File: src/rtl/dtg_pkg.sv
package dtg_pkg;

  typedef struct packed {
    logic [7:0] red;
    logic [7:0] green;
    logic [7:0] blue;
  } dtg_rgb_t;

  localparam int unsigned RGB_W = $bits(dtg_rgb_t);

  // Inclusive upper bound: a count is inside sync while at or below its end value.
  function automatic logic dtg_in_sync(input logic [15:0] cnt, input logic [15:0] sync_end);
    return cnt <= sync_end;
  endfunction

  // Active region is the half-open span (bp_end, act_end].
  function automatic logic dtg_in_active(input logic [15:0] cnt,
                                         input logic [15:0] bp_end,
                                         input logic [15:0] act_end);
    return (cnt > bp_end) && (cnt <= act_end);
  endfunction

  // Drive a raw assertion flag at the selected level.
  function automatic logic dtg_level(input logic asserted, input logic active_high);
    return active_high ? asserted : ~asserted;
  endfunction

endpackage

File: src/rtl/dtg_axis_counter.sv
module dtg_axis_counter #(
  parameter int unsigned W = 12
) (
  input  logic         clk,
  input  logic         rst_n,
  input  logic         enable,
  input  logic         step,
  input  logic [W-1:0] limit,
  output logic [W-1:0] cnt,
  output logic         wrap
);

  assign wrap = step && (cnt >= limit);

  always_ff @(posedge clk or negedge rst_n) begin
    if (!rst_n) begin
      cnt <= '0;
    end else if (!enable) begin
      cnt <= '0;
    end else if (step) begin
      cnt <= wrap ? '0 : cnt + 1'b1;
    end
  end

endmodule

File: src/rtl/dtg_axis_window.sv
module dtg_axis_window
  import dtg_pkg::*;
#(
  parameter int unsigned W = 12
) (
  input  logic [W-1:0] cnt,
  input  logic [W-1:0] sync_end,
  input  logic [W-1:0] bp_end,
  input  logic [W-1:0] act_end,
  output logic         in_sync,
  output logic         in_active
);

  localparam int unsigned PADW = 16 - W;

  logic [15:0] cnt_x, sync_x, bp_x, act_x;

  generate
    if (PADW == 0) begin : g_nopad
      assign cnt_x  = cnt;
      assign sync_x = sync_end;
      assign bp_x   = bp_end;
      assign act_x  = act_end;
    end else begin : g_pad
      assign cnt_x  = {{PADW{1'b0}}, cnt};
      assign sync_x = {{PADW{1'b0}}, sync_end};
      assign bp_x   = {{PADW{1'b0}}, bp_end};
      assign act_x  = {{PADW{1'b0}}, act_end};
    end
  endgenerate

  assign in_sync   = dtg_in_sync(cnt_x, sync_x);
  assign in_active = dtg_in_active(cnt_x, bp_x, act_x);

endmodule

File: src/rtl/dtg_pixel_stage.sv
module dtg_pixel_stage
  import dtg_pkg::*;
(
  input  logic                 clk,
  input  logic                 rst_n,
  input  logic                 enable,
  input  logic                 h_in_sync,
  input  logic                 v_in_sync,
  input  logic                 h_in_active,
  input  logic                 v_in_active,
  input  logic                 pclk_rise,
  input  logic                 bg_wr,
  input  logic [RGB_W-1:0]     bg_data,
  input  logic                 layer_valid,
  input  logic [RGB_W-1:0]     layer_rgb,
  output logic                 hs_flag,
  output logic                 vs_flag,
  output logic                 de_flag,
  output logic                 fall_flag,
  output logic [RGB_W-1:0]     rgb_q
);

  dtg_rgb_t bg_q;
  dtg_rgb_t pix_d;
  logic     de_d;

  assign de_d  = h_in_active && v_in_active;
  assign pix_d = !de_d        ? dtg_rgb_t'('0) :
                 layer_valid  ? dtg_rgb_t'(layer_rgb) : bg_q;

  always_ff @(posedge clk or negedge rst_n) begin
    if (!rst_n) begin
      bg_q <= '0;
    end else if (bg_wr) begin
      bg_q <= dtg_rgb_t'(bg_data);
    end
  end

  always_ff @(posedge clk or negedge rst_n) begin
    if (!rst_n) begin
      hs_flag   <= 1'b0;
      vs_flag   <= 1'b0;
      de_flag   <= 1'b0;
      fall_flag <= 1'b0;
      rgb_q     <= '0;
    end else if (!enable) begin
      hs_flag   <= 1'b0;
      vs_flag   <= 1'b0;
      de_flag   <= 1'b0;
      fall_flag <= 1'b0;
      rgb_q     <= '0;
    end else begin
      hs_flag   <= h_in_sync;
      vs_flag   <= v_in_sync;
      de_flag   <= de_d;
      fall_flag <= ~pclk_rise;
      rgb_q     <= pix_d;
    end
  end

endmodule

File: src/rtl/disp_timing_gen.sv
module disp_timing_gen
  import dtg_pkg::*;
#(
  parameter int unsigned W = 12
) (
  input  logic             clk,
  input  logic             rst_n,
  input  logic             enable,
  input  logic [W-1:0]     h_sync_end,
  input  logic [W-1:0]     h_bp_end,
  input  logic [W-1:0]     h_act_end,
  input  logic [W-1:0]     h_total,
  input  logic [W-1:0]     v_sync_end,
  input  logic [W-1:0]     v_bp_end,
  input  logic [W-1:0]     v_act_end,
  input  logic [W-1:0]     v_total,
  input  logic             hs_active_high,
  input  logic             vs_active_high,
  input  logic             de_active_high,
  input  logic             pclk_rise,
  input  logic             bg_wr,
  input  logic [23:0]      bg_data,
  input  logic             layer_valid,
  input  logic [23:0]      layer_rgb,
  output logic [W-1:0]     h_pos,
  output logic [W-1:0]     v_pos,
  output logic             hsync,
  output logic             vsync,
  output logic             de,
  output logic             launch_fall,
  output logic [23:0]      rgb_out
);

  logic h_wrap, v_wrap;
  logic h_in_sync, h_in_active, v_in_sync, v_in_active;
  logic hs_flag, vs_flag, de_flag;

  dtg_axis_counter #(.W(W)) u_hcnt (
    .clk(clk), .rst_n(rst_n), .enable(enable), .step(1'b1),
    .limit(h_total), .cnt(h_pos), .wrap(h_wrap)
  );

  dtg_axis_counter #(.W(W)) u_vcnt (
    .clk(clk), .rst_n(rst_n), .enable(enable), .step(h_wrap),
    .limit(v_total), .cnt(v_pos), .wrap(v_wrap)
  );

  dtg_axis_window #(.W(W)) u_hwin (
    .cnt(h_pos), .sync_end(h_sync_end), .bp_end(h_bp_end), .act_end(h_act_end),
    .in_sync(h_in_sync), .in_active(h_in_active)
  );

  dtg_axis_window #(.W(W)) u_vwin (
    .cnt(v_pos), .sync_end(v_sync_end), .bp_end(v_bp_end), .act_end(v_act_end),
    .in_sync(v_in_sync), .in_active(v_in_active)
  );

  dtg_pixel_stage u_pix (
    .clk(clk), .rst_n(rst_n), .enable(enable),
    .h_in_sync(h_in_sync), .v_in_sync(v_in_sync),
    .h_in_active(h_in_active), .v_in_active(v_in_active),
    .pclk_rise(pclk_rise), .bg_wr(bg_wr), .bg_data(bg_data),
    .layer_valid(layer_valid), .layer_rgb(layer_rgb),
    .hs_flag(hs_flag), .vs_flag(vs_flag), .de_flag(de_flag),
    .fall_flag(launch_fall), .rgb_q(rgb_out)
  );

  assign hsync = dtg_level(hs_flag, hs_active_high);
  assign vsync = dtg_level(vs_flag, vs_active_high);
  assign de    = dtg_level(de_flag, de_active_high);

endmodule

File: config.mk
export PLATFORM = sky130hd
export DESIGN_NAME = disp_timing_gen
export DESIGN_NICKNAME = d
export VERILOG_FILES = /design/src/rtl/dtg_pkg.sv /design/src/rtl/dtg_axis_counter.sv /design/src/rtl/dtg_axis_window.sv /design/src/rtl/dtg_pixel_stage.sv /design/src/rtl/disp_timing_gen.sv
export SDC_FILE = /design/constraint.sdc
export NUM_CORES = 1
export LEC_CHECK = 0
export CORE_MARGIN = 3
export CORE_UTILIZATION = 42
export DETAILED_ROUTE_END_ITERATION = 10
export GPL_TIMING_DRIVEN = 0
export HOLD_SLACK_MARGIN = 0.05
export PLACE_DENSITY = 0.79
export SLEW_MARGIN = 40
export SYNTH_ARGS = -nofsm -noshare
export SYNTH_HDL_FRONTEND = slang
export SYNTH_HIERARCHICAL = 1
export SYNTH_SLANG_ARGS = --single-unit
File: constraint.sdc
create_clock -name clk -period 2.6 [get_ports clk]
set_input_delay 0.39 -clock clk [delete_from_list [all_inputs] [get_ports clk]]
set_output_delay 0.39 -clock clk [all_outputs]
set_load 0.02 [all_outputs]
* Word-level counts from Yosys, hierarchy flattened
Index checks and enable logic that the tools add are counted.
Cells by class: bitwise operators 4, multiplexer cells 15, $lt $le $gt $ge 8, equal/unequal tests 1, $add $sub $neg 2, reductions and logical operators 4
Operators with widths (number):
- $mux W24 | 3
- $mux W12 | 5
- $le A12 B12 Y1 | 4
- $add A12 B1 Y12 const B | 2
- $ge A12 B12 Y1 | 2
- $gt A12 B12 Y1 | 2
- $mux W1 | 7
- $logic_and A1 B1 Y1 | 4
- $not A1 Y1 | 4
- $ne A2 B1 Y1 const B | 1
Word-level totals: bits of input ports 153, logic and storage cells 44, output and inout port bits 52, bits in registers 76

* Depth between registers and ports, before layout
Gate-level depths: netlist (run 1).
depth after elaboration 5, depth in mapped cells 12, mapped depth without buffers 10

* By module
Netlist (run 1), hierarchy kept.
By module, submodules not included:
- dtg_axis_counter | sequential area each 300.3 µm², instances 2, cells each 124, area an instance 1056.0 µm²
- dtg_pixel_stage | sequential area each 1301.2 µm², instances 1, cells each 137, area an instance 2107.0 µm²
- dtg_axis_window | sequential area each 0.0 µm², instances 2, cells each 124, area an instance 909.6 µm²
- disp_timing_gen | sequential area each 0.0 µm², instances 1, cells each 4, area an instance 30.0 µm²

* Least setup slack after synthesis (run 1)
OpenSTA, ideal clock, no wires.
kind reg2reg, from register u_hcnt.cnt[11], to register u_vcnt.cnt[7], clock period less this slack 2843 ps, arrival 2739 ps, required time 2496 ps, library setup time 104 ps, setup slack -243 ps, path buffers 2, cell stages (with the launch flop) 12, path through dfrtp_1 ha_1 and4_4 nor4b_4 nand2_1 buf_2 a21boi_0 clkbuf_1 nand2_1 a21oi_2 nand2_2 o311ai_1
On the way: word-level cells in the longest chain between the ends 5, elaborated cells on any way between the ends 6, those cells by class order compare: 1; eq/ne: 1; mux: 3; reduce/logical: 1
Ends and longest elaborated chain:
- start: declaration | line dtg_axis_counter.sv:9 | output logic [W-1:0] cnt,
- start signal: assignment | line dtg_axis_counter.sv:21 | cnt <= wrap ? '0 : cnt + 1'b1;
- $ge A12 B12 Y1 (*) | line dtg_axis_counter.sv:13 | assign wrap = step && (cnt >= limit);
- net h_wrap | line disp_timing_gen.sv:34 | logic h_wrap, v_wrap;
- $logic_and A1 B1 Y1 | line dtg_axis_counter.sv:13
- $mux W12 | line dtg_axis_counter.sv:21
- $mux W12 | line dtg_axis_counter.sv:20 | end else if (step) begin
- $mux W12 | line dtg_axis_counter.sv:18 | end else if (!enable) begin
- end signal: assignment | line dtg_axis_counter.sv:21
- end: declaration | line dtg_axis_counter.sv:9
Mark *: on every way through the listed nets, which the timed path passes. The rest lies on a longest branch. The select of a mux whose other input is x is not followed. A chain may end at the register's enable or synchronous reset.

* Final worst setup path (run 1)
from register u_hcnt.cnt[11], to register u_vcnt.cnt[9]
The elaborated chain is that of the path after synthesis.

==> results of run 1 <==
registers in the layout, indices dropped and copies added (netlist names):
register / cells
u_hcnt/cnt: 12
u_pix/bg_q: 24
u_pix/de_flag: 1
u_pix/fall_flag: 1
u_pix/hs_flag: 1
u_pix/rgb_q: 24
u_pix/vs_flag: 1
u_vcnt/cnt: 12
metal layers:
layer,vias up,track usage,share of wire
met5,-,0,0
met4,0,0.05994,0.018
met3,24,0.03647,0.064
met2,216,0.3593,0.50
met1,2584,0.2530,0.42
li1,2717,-,-
where the power goes:
group / switching, W / total, W / internal, W
logic: 0.000222 / 0.000596 / 0.000374
clock network: 0.000508 / 0.00129 / 0.000777
registers: 0.0000303 / 0.00126 / 0.00123
total: 0.000760 / 0.00314 / 0.00238
per-stage QoR:
stage | cell area (um^2) | total power (W) | std cells | util
6_report | 8976 | 0.003136 | 1055 | 0.6417
5_1_grt | 8976 | 0.003289 | 1055 | 0.6417
4_1_cts | 8803 | 0.003173 | 1045 | 0.6293
3_5_place_dp | 8361 | 0.001862 | 1019 | 0.5977
3_3_place_gp | 8339 | 0.001845 | 1018 | 0.5962
2_1_floorplan | 6092 | 0.001535 | 636 | -
what timing repair did:
action / CTS / global route
endpoints found under the setup margin: 15 / 32
endpoints found under the hold margin: 37 / 0
cloned: 1 / 0
pin swaps: 6 / 10
hold buffers: 1 / 0
setup buffers: 8 / 11
gates resized for setup: 14 / 33
worst max-delay path: cells and delay by family, from the launching register on:
family / cells / cell delay [ns]
compound gates: 3 / 0.52
simple gates: 5 / 0.87
fa+ha+maj: 1 / 0.31
flops: 1 / 0.48
buf+inv: 2 / 0.27
layout make-up:
class | count | share of cell area
flip-flops and latches | 76 | 0.2141
clock inverters | 6 | 0.007667
clock buffers | 10 | 0.02662
multi-input cells | 440 | 0.4193
inverters | 105 | 0.04391
plain buffers | 15 | 0.01715
repair buffers | 223 | 0.2462
well taps | 180 | 0.02509
final timing paths:
path / cells past startpoint / end
worst min register to register: 1 / u_pix/bg_q[0]
worst min-delay path: 2 / u_pix/bg_q[15]
worst max register to register: 11 / u_vcnt/cnt[9]
worst max-delay path: 11 / u_vcnt/cnt[9]
min in group asynchronous: 2 / u_pix/bg_q[20]
max in group asynchronous: 3 / u_vcnt/cnt[9]
==> flow_summary.toml, run 1 <==
[synth]
synthesis.area_per_instance_um2 = 9.530
postSynthCellCount = 636
netlist_area_um2 = 6061
yosysWarnings = 6
net_count_synth = 887

[clock_tree]
cts.clk_slew.worst_paths_ns = 0.07
tritoncts = "built"
clk_lat_worst_skew_ns = 0.33
max-clock-path-buffers = 2
cts_root_buffer = "clkbuf_16"
numCtsBuffers = 9
ctsHtreeMaxLevel = 3
clock_sinks = 76

[sta]
timing.final.setup_violations = 0
period_needed_ns = 2.537
hold-worst-slack_ns = 0.3752
finalHoldViolations = 0
layout_worst_path_cycle_share = 0.9757
grt_setup_unrepaired = "yes"
fmaxAchievable_mhz = 394.2
slew_viol_final = 0
worst-slew-pin-transition_ns = 0.7718
skew_ns = 0.008752
setup_slack_ns = 0.06315
setup_tns_ns = 0
remaining_max_slew_budget_at_the_tightest_pin = 0.4839

[floorplan]
die_width_um = 126.1
dieArea_um2 = 15910
io_pins = 205
rows = 43
floorplan.core_area_um2 = 13990
die_h_um = 126.1
start_util = 0.4333

[global_routing]
grt_overflow_total = 0
grt_first_pass_wirelength_mm = 26.58
number_of_antenna_violations_at_the_first_check_in_global_routing = 0
track_usage = 0.2032
vias_in_the_first_global_route = 5557
grt_max_degree = 40

[layout]
antenna_cells_inserted = 0
proportion_of_layout_cells_with_a_drive_suffix_above_1 = 0.1520
layout_commonest_cell = "clkdlybuf4s50_1"
layout_common_cells = "clkdlybuf4s50_1, inv_1, ha_1, dfrtp_1, nor2_1"
fin_nets = 1121
synthToLayoutAreaGrowth_pct = 48.10
multi_input_comb_area_um2 = 3764
reg_area_um2 = 1922
layout.filler_cells = 1161

[drt]
detail-route-antenna-nets = 0
wl_mm = 16.54
routed_via_count = 5541
viasPerCell = 5.252
drc_violations = 0
dr.pass1.iters = 5
routed_wire_length_per_instance_um = 15.68
drt_iter0_markers = 308

[setup_path]
maximum_net_fanout_on_the_critical_path = 7
worstPathRequired_ns = 2.83
crit_path_cell_chain = "ha_4, and4_4, nor4b_4, nand2_2, a21boi_2, buf_4, nand2_4, a21oi_4, buf_6, nand4_1, o311ai_4"
rr_startpoint = "u_hcnt/cnt[11]"
critical_path.startpoint = "u_hcnt/cnt[11]"
critical-path-slowest-cell = "dfrtp_2"
worstSetupStartpointType = "flip-flop"
timing.critical_path.to_type = "flip-flop"
critPathKind = "reg -> reg"
r2r_slack_ns = 0.06
worst_ep_arrival_time_ns = 2.77
cp_peak_stage_delay_ns = 0.48

[power]
vdd_ir_drop_max_uv = 358.4
p_per_area_nw_per_um2 = 349.4
power.leakage_nw = 4.357

[place]
detailed_place_hpwl_mm = 12.25
port_buffers = 202
pre_cts_slack_ns = -0.7827
gp_congestion = 0.8369

[hold_path]
hold_path_startpoint = "bg_wr"
hold_crit_class = "in -> reg"

[run_status]
run_status = "completed"

[job]
maxCapViolations = 0
Power figures use the tool's default switching activity.
==> run 2: changes to the inputs <==
- CORE_MARGIN: 3 -> default
==> flow_summary.toml, run 2 (synthesis gave the netlist of run 1 again) <==
[run_status]
run_status = "completed"

[floorplan]
rows = 43
dieArea_um2 = 14910
io_pins = 205
die_width_um = 122.1
die_h_um = 122.1
floorplan.core_area_um2 = 13990
start_util = 0.4333

[sta]
remaining_max_slew_budget_at_the_tightest_pin = 0.4876
skew_ns = 0.006585
setup_slack_ns = 0.1026
timing.final.setup_violations = 0
finalHoldViolations = 0
fmaxAchievable_mhz = 400.4
slew_viol_final = 0
worst-slew-pin-transition_ns = 0.7661
layout_worst_path_cycle_share = 0.9605
period_needed_ns = 2.497
setup_tns_ns = 0

[setup_path]
worstPathRequired_ns = 2.85
worst_r2r_path_depth = 10
worstSetupStartpointType = "input pin"
maximum_net_fanout_on_the_critical_path = 4
timing.critical_path.to_type = "flip-flop"
worst_ep_arrival_time_ns = 2.74
rr_startpoint = "u_hcnt/cnt[11]"
timing.rr.end = "u_vcnt/cnt[10]"
critPathKind = "in -> reg"
r2r_slack_ns = 0.12

[power]
p_per_area_nw_per_um2 = 366.8
vdd_ir_drop_max_uv = 504.4
power.leakage_nw = 4.313

[global_routing]
grt_first_pass_wirelength_mm = 25.78
vias_in_the_first_global_route = 5466
grt_max_degree = 40
number_of_antenna_violations_at_the_first_check_in_global_routing = 0
track_usage = 0.2186
grt_overflow_total = 0

[layout]
fin_nets = 1116
antenna_cells_inserted = 0
layoutNonFillerInstCount = 1049
biggestRegsByFlops = "u_pix/bg_q: 24 flops, u_pix/rgb_q: 24 flops"
synthToLayoutAreaGrowth_pct = 47.21
layout_commonest_cell = "clkdlybuf4s50_1"
layout.filler_cells = 1169
proportion_of_layout_cells_with_a_drive_suffix_above_1 = 0.1438
layout.cell_area.non_filler_um2 = 8922
post-route-util = 0.6378
layout_common_cells = "clkdlybuf4s50_1, inv_1, ha_1, dfrtp_1, nor2_1"

[drt]
routed_wire_length_per_instance_um = 15.45
detail-route-antenna-nets = 0
wl_mm = 16.20
drt_iter0_markers = 296
routed_via_count = 5501
dr.pass1.iters = 4
drc_violations = 0
viasPerCell = 5.244

[hold_path]
hold_path_startpoint = "bg_wr"
hold_depth = 2
hold_crit_class = "in -> reg"
worstHoldEndpoint = "u_pix/bg_q[7]"

[clock_tree]
ctsHtreeMaxLevel = 3
tritoncts = "built"
max-clock-path-buffers = 2
cts_root_buffer = "clkbuf_16"
clk_lat_worst_skew_ns = 0.32
cts.clk_slew.worst_paths_ns = 0.06
numCtsBuffers = 9
clock_sinks = 76

[place]
gp_congestion = 0.8424
port_buffers = 202
placed_cells_incl_taps = 1019
post_dp_cell_area_um2 = 8361
pre_cts_slack_ns = -0.8108
detailed_place_hpwl_mm = 11.91

[job]
maxCapViolations = 0
[run 2: changes by cell type in the layout (fill, tap and decap cells not counted), sizes merged]
cell / previous run / this run
dlymetal6s2s: 4 / 0
inv: 107 / 106
clkinvlp: 1 / 0
bufinv: 1 / 3
clkbuf: 13 / 12
dlygate4sd2: 0 / 4
buf: 33 / 28
[run 2: area by class of cell]
cell class	instances	area [um^2]	area share
clock inverter	6	112.6	0.01262
sequential	76	1923	0.2155
timing repair buffer	218	2157	0.2418
buffer	15	150.1	0.01683
multi-input combinational	440	3735	0.4186
inverter	105	394.1	0.04417
tap	180	225.2	0.02524
clock buffer	9	225.2	0.02524
[run 2: through the flow]
stage                     hold slack (ns)  power, W
after CTS                          0.3730  0.003304
after detailed placement           0.3230  0.001864
final                              0.3810  0.003273
after floorplan                   0.09441  0.001535
after global routing               0.3811  0.003413
after global placement             0.4905  0.001847
[run 2: worst max path at each step]
stage	cells after the start	from	endpoint	slack (ns)
2_1_floorplan	10	u_hcnt/cnt[5]	u_vcnt/cnt[6]	0.02
3_3_place_gp	1	rst_n	u_hcnt/cnt[7]	-1.94
3_5_place_dp	13	h_total[10]	u_vcnt/cnt[9]	-0.81
4_1_cts	9	u_vcnt/cnt[11]	u_pix/rgb_q[13]	0.02
5_1_grt	12	h_total[6]	u_vcnt/cnt[10]	-0.01
6_report	12	h_total[7]	u_vcnt/cnt[10]	0.10
[run 2: critical path, cell delays in order]
cell and delay, ns:
clkdlybuf4s50_1 0.45, inv_1 0.06, ha_4 0.27, nand2_2 0.08, nor4b_4 0.34, nand2_1 0.16, a21boi_2 0.16, buf_4 0.13
nand2_4 0.07, nor4_1 0.36, a32oi_1 0.15, o21ai_1 0.12
[run 2: power breakdown]
part | internal (W) | switching, W | leakage, nW | total [W]
Combinational | 0.000374 | 0.000224 | 3.18 | 0.000598
Clock | 0.000936 | 0.000483 | 0.166 | 0.00142
Sequential | 0.00123 | 0.0000305 | 0.972 | 0.00126
[run 2: layer usage]
layer  track usage  up-vias  wire, um
li1              -     2707         -
met1        0.2712     2564      6983
met2        0.3898      199      7971
met3       0.03090       31       923
met4       0.06555        0       324
met5             0        -         0
[run 2: timing repair]
item                                    4_1_cts  5_1_grt
pin swaps                                    12        6
endpoints found under the hold margin        38        0
buffers inserted                             11        3
gates resized for setup                      26       15
gates cloned                                  0        1
endpoints found under the setup margin       21       27
hold buffers                                  1        0
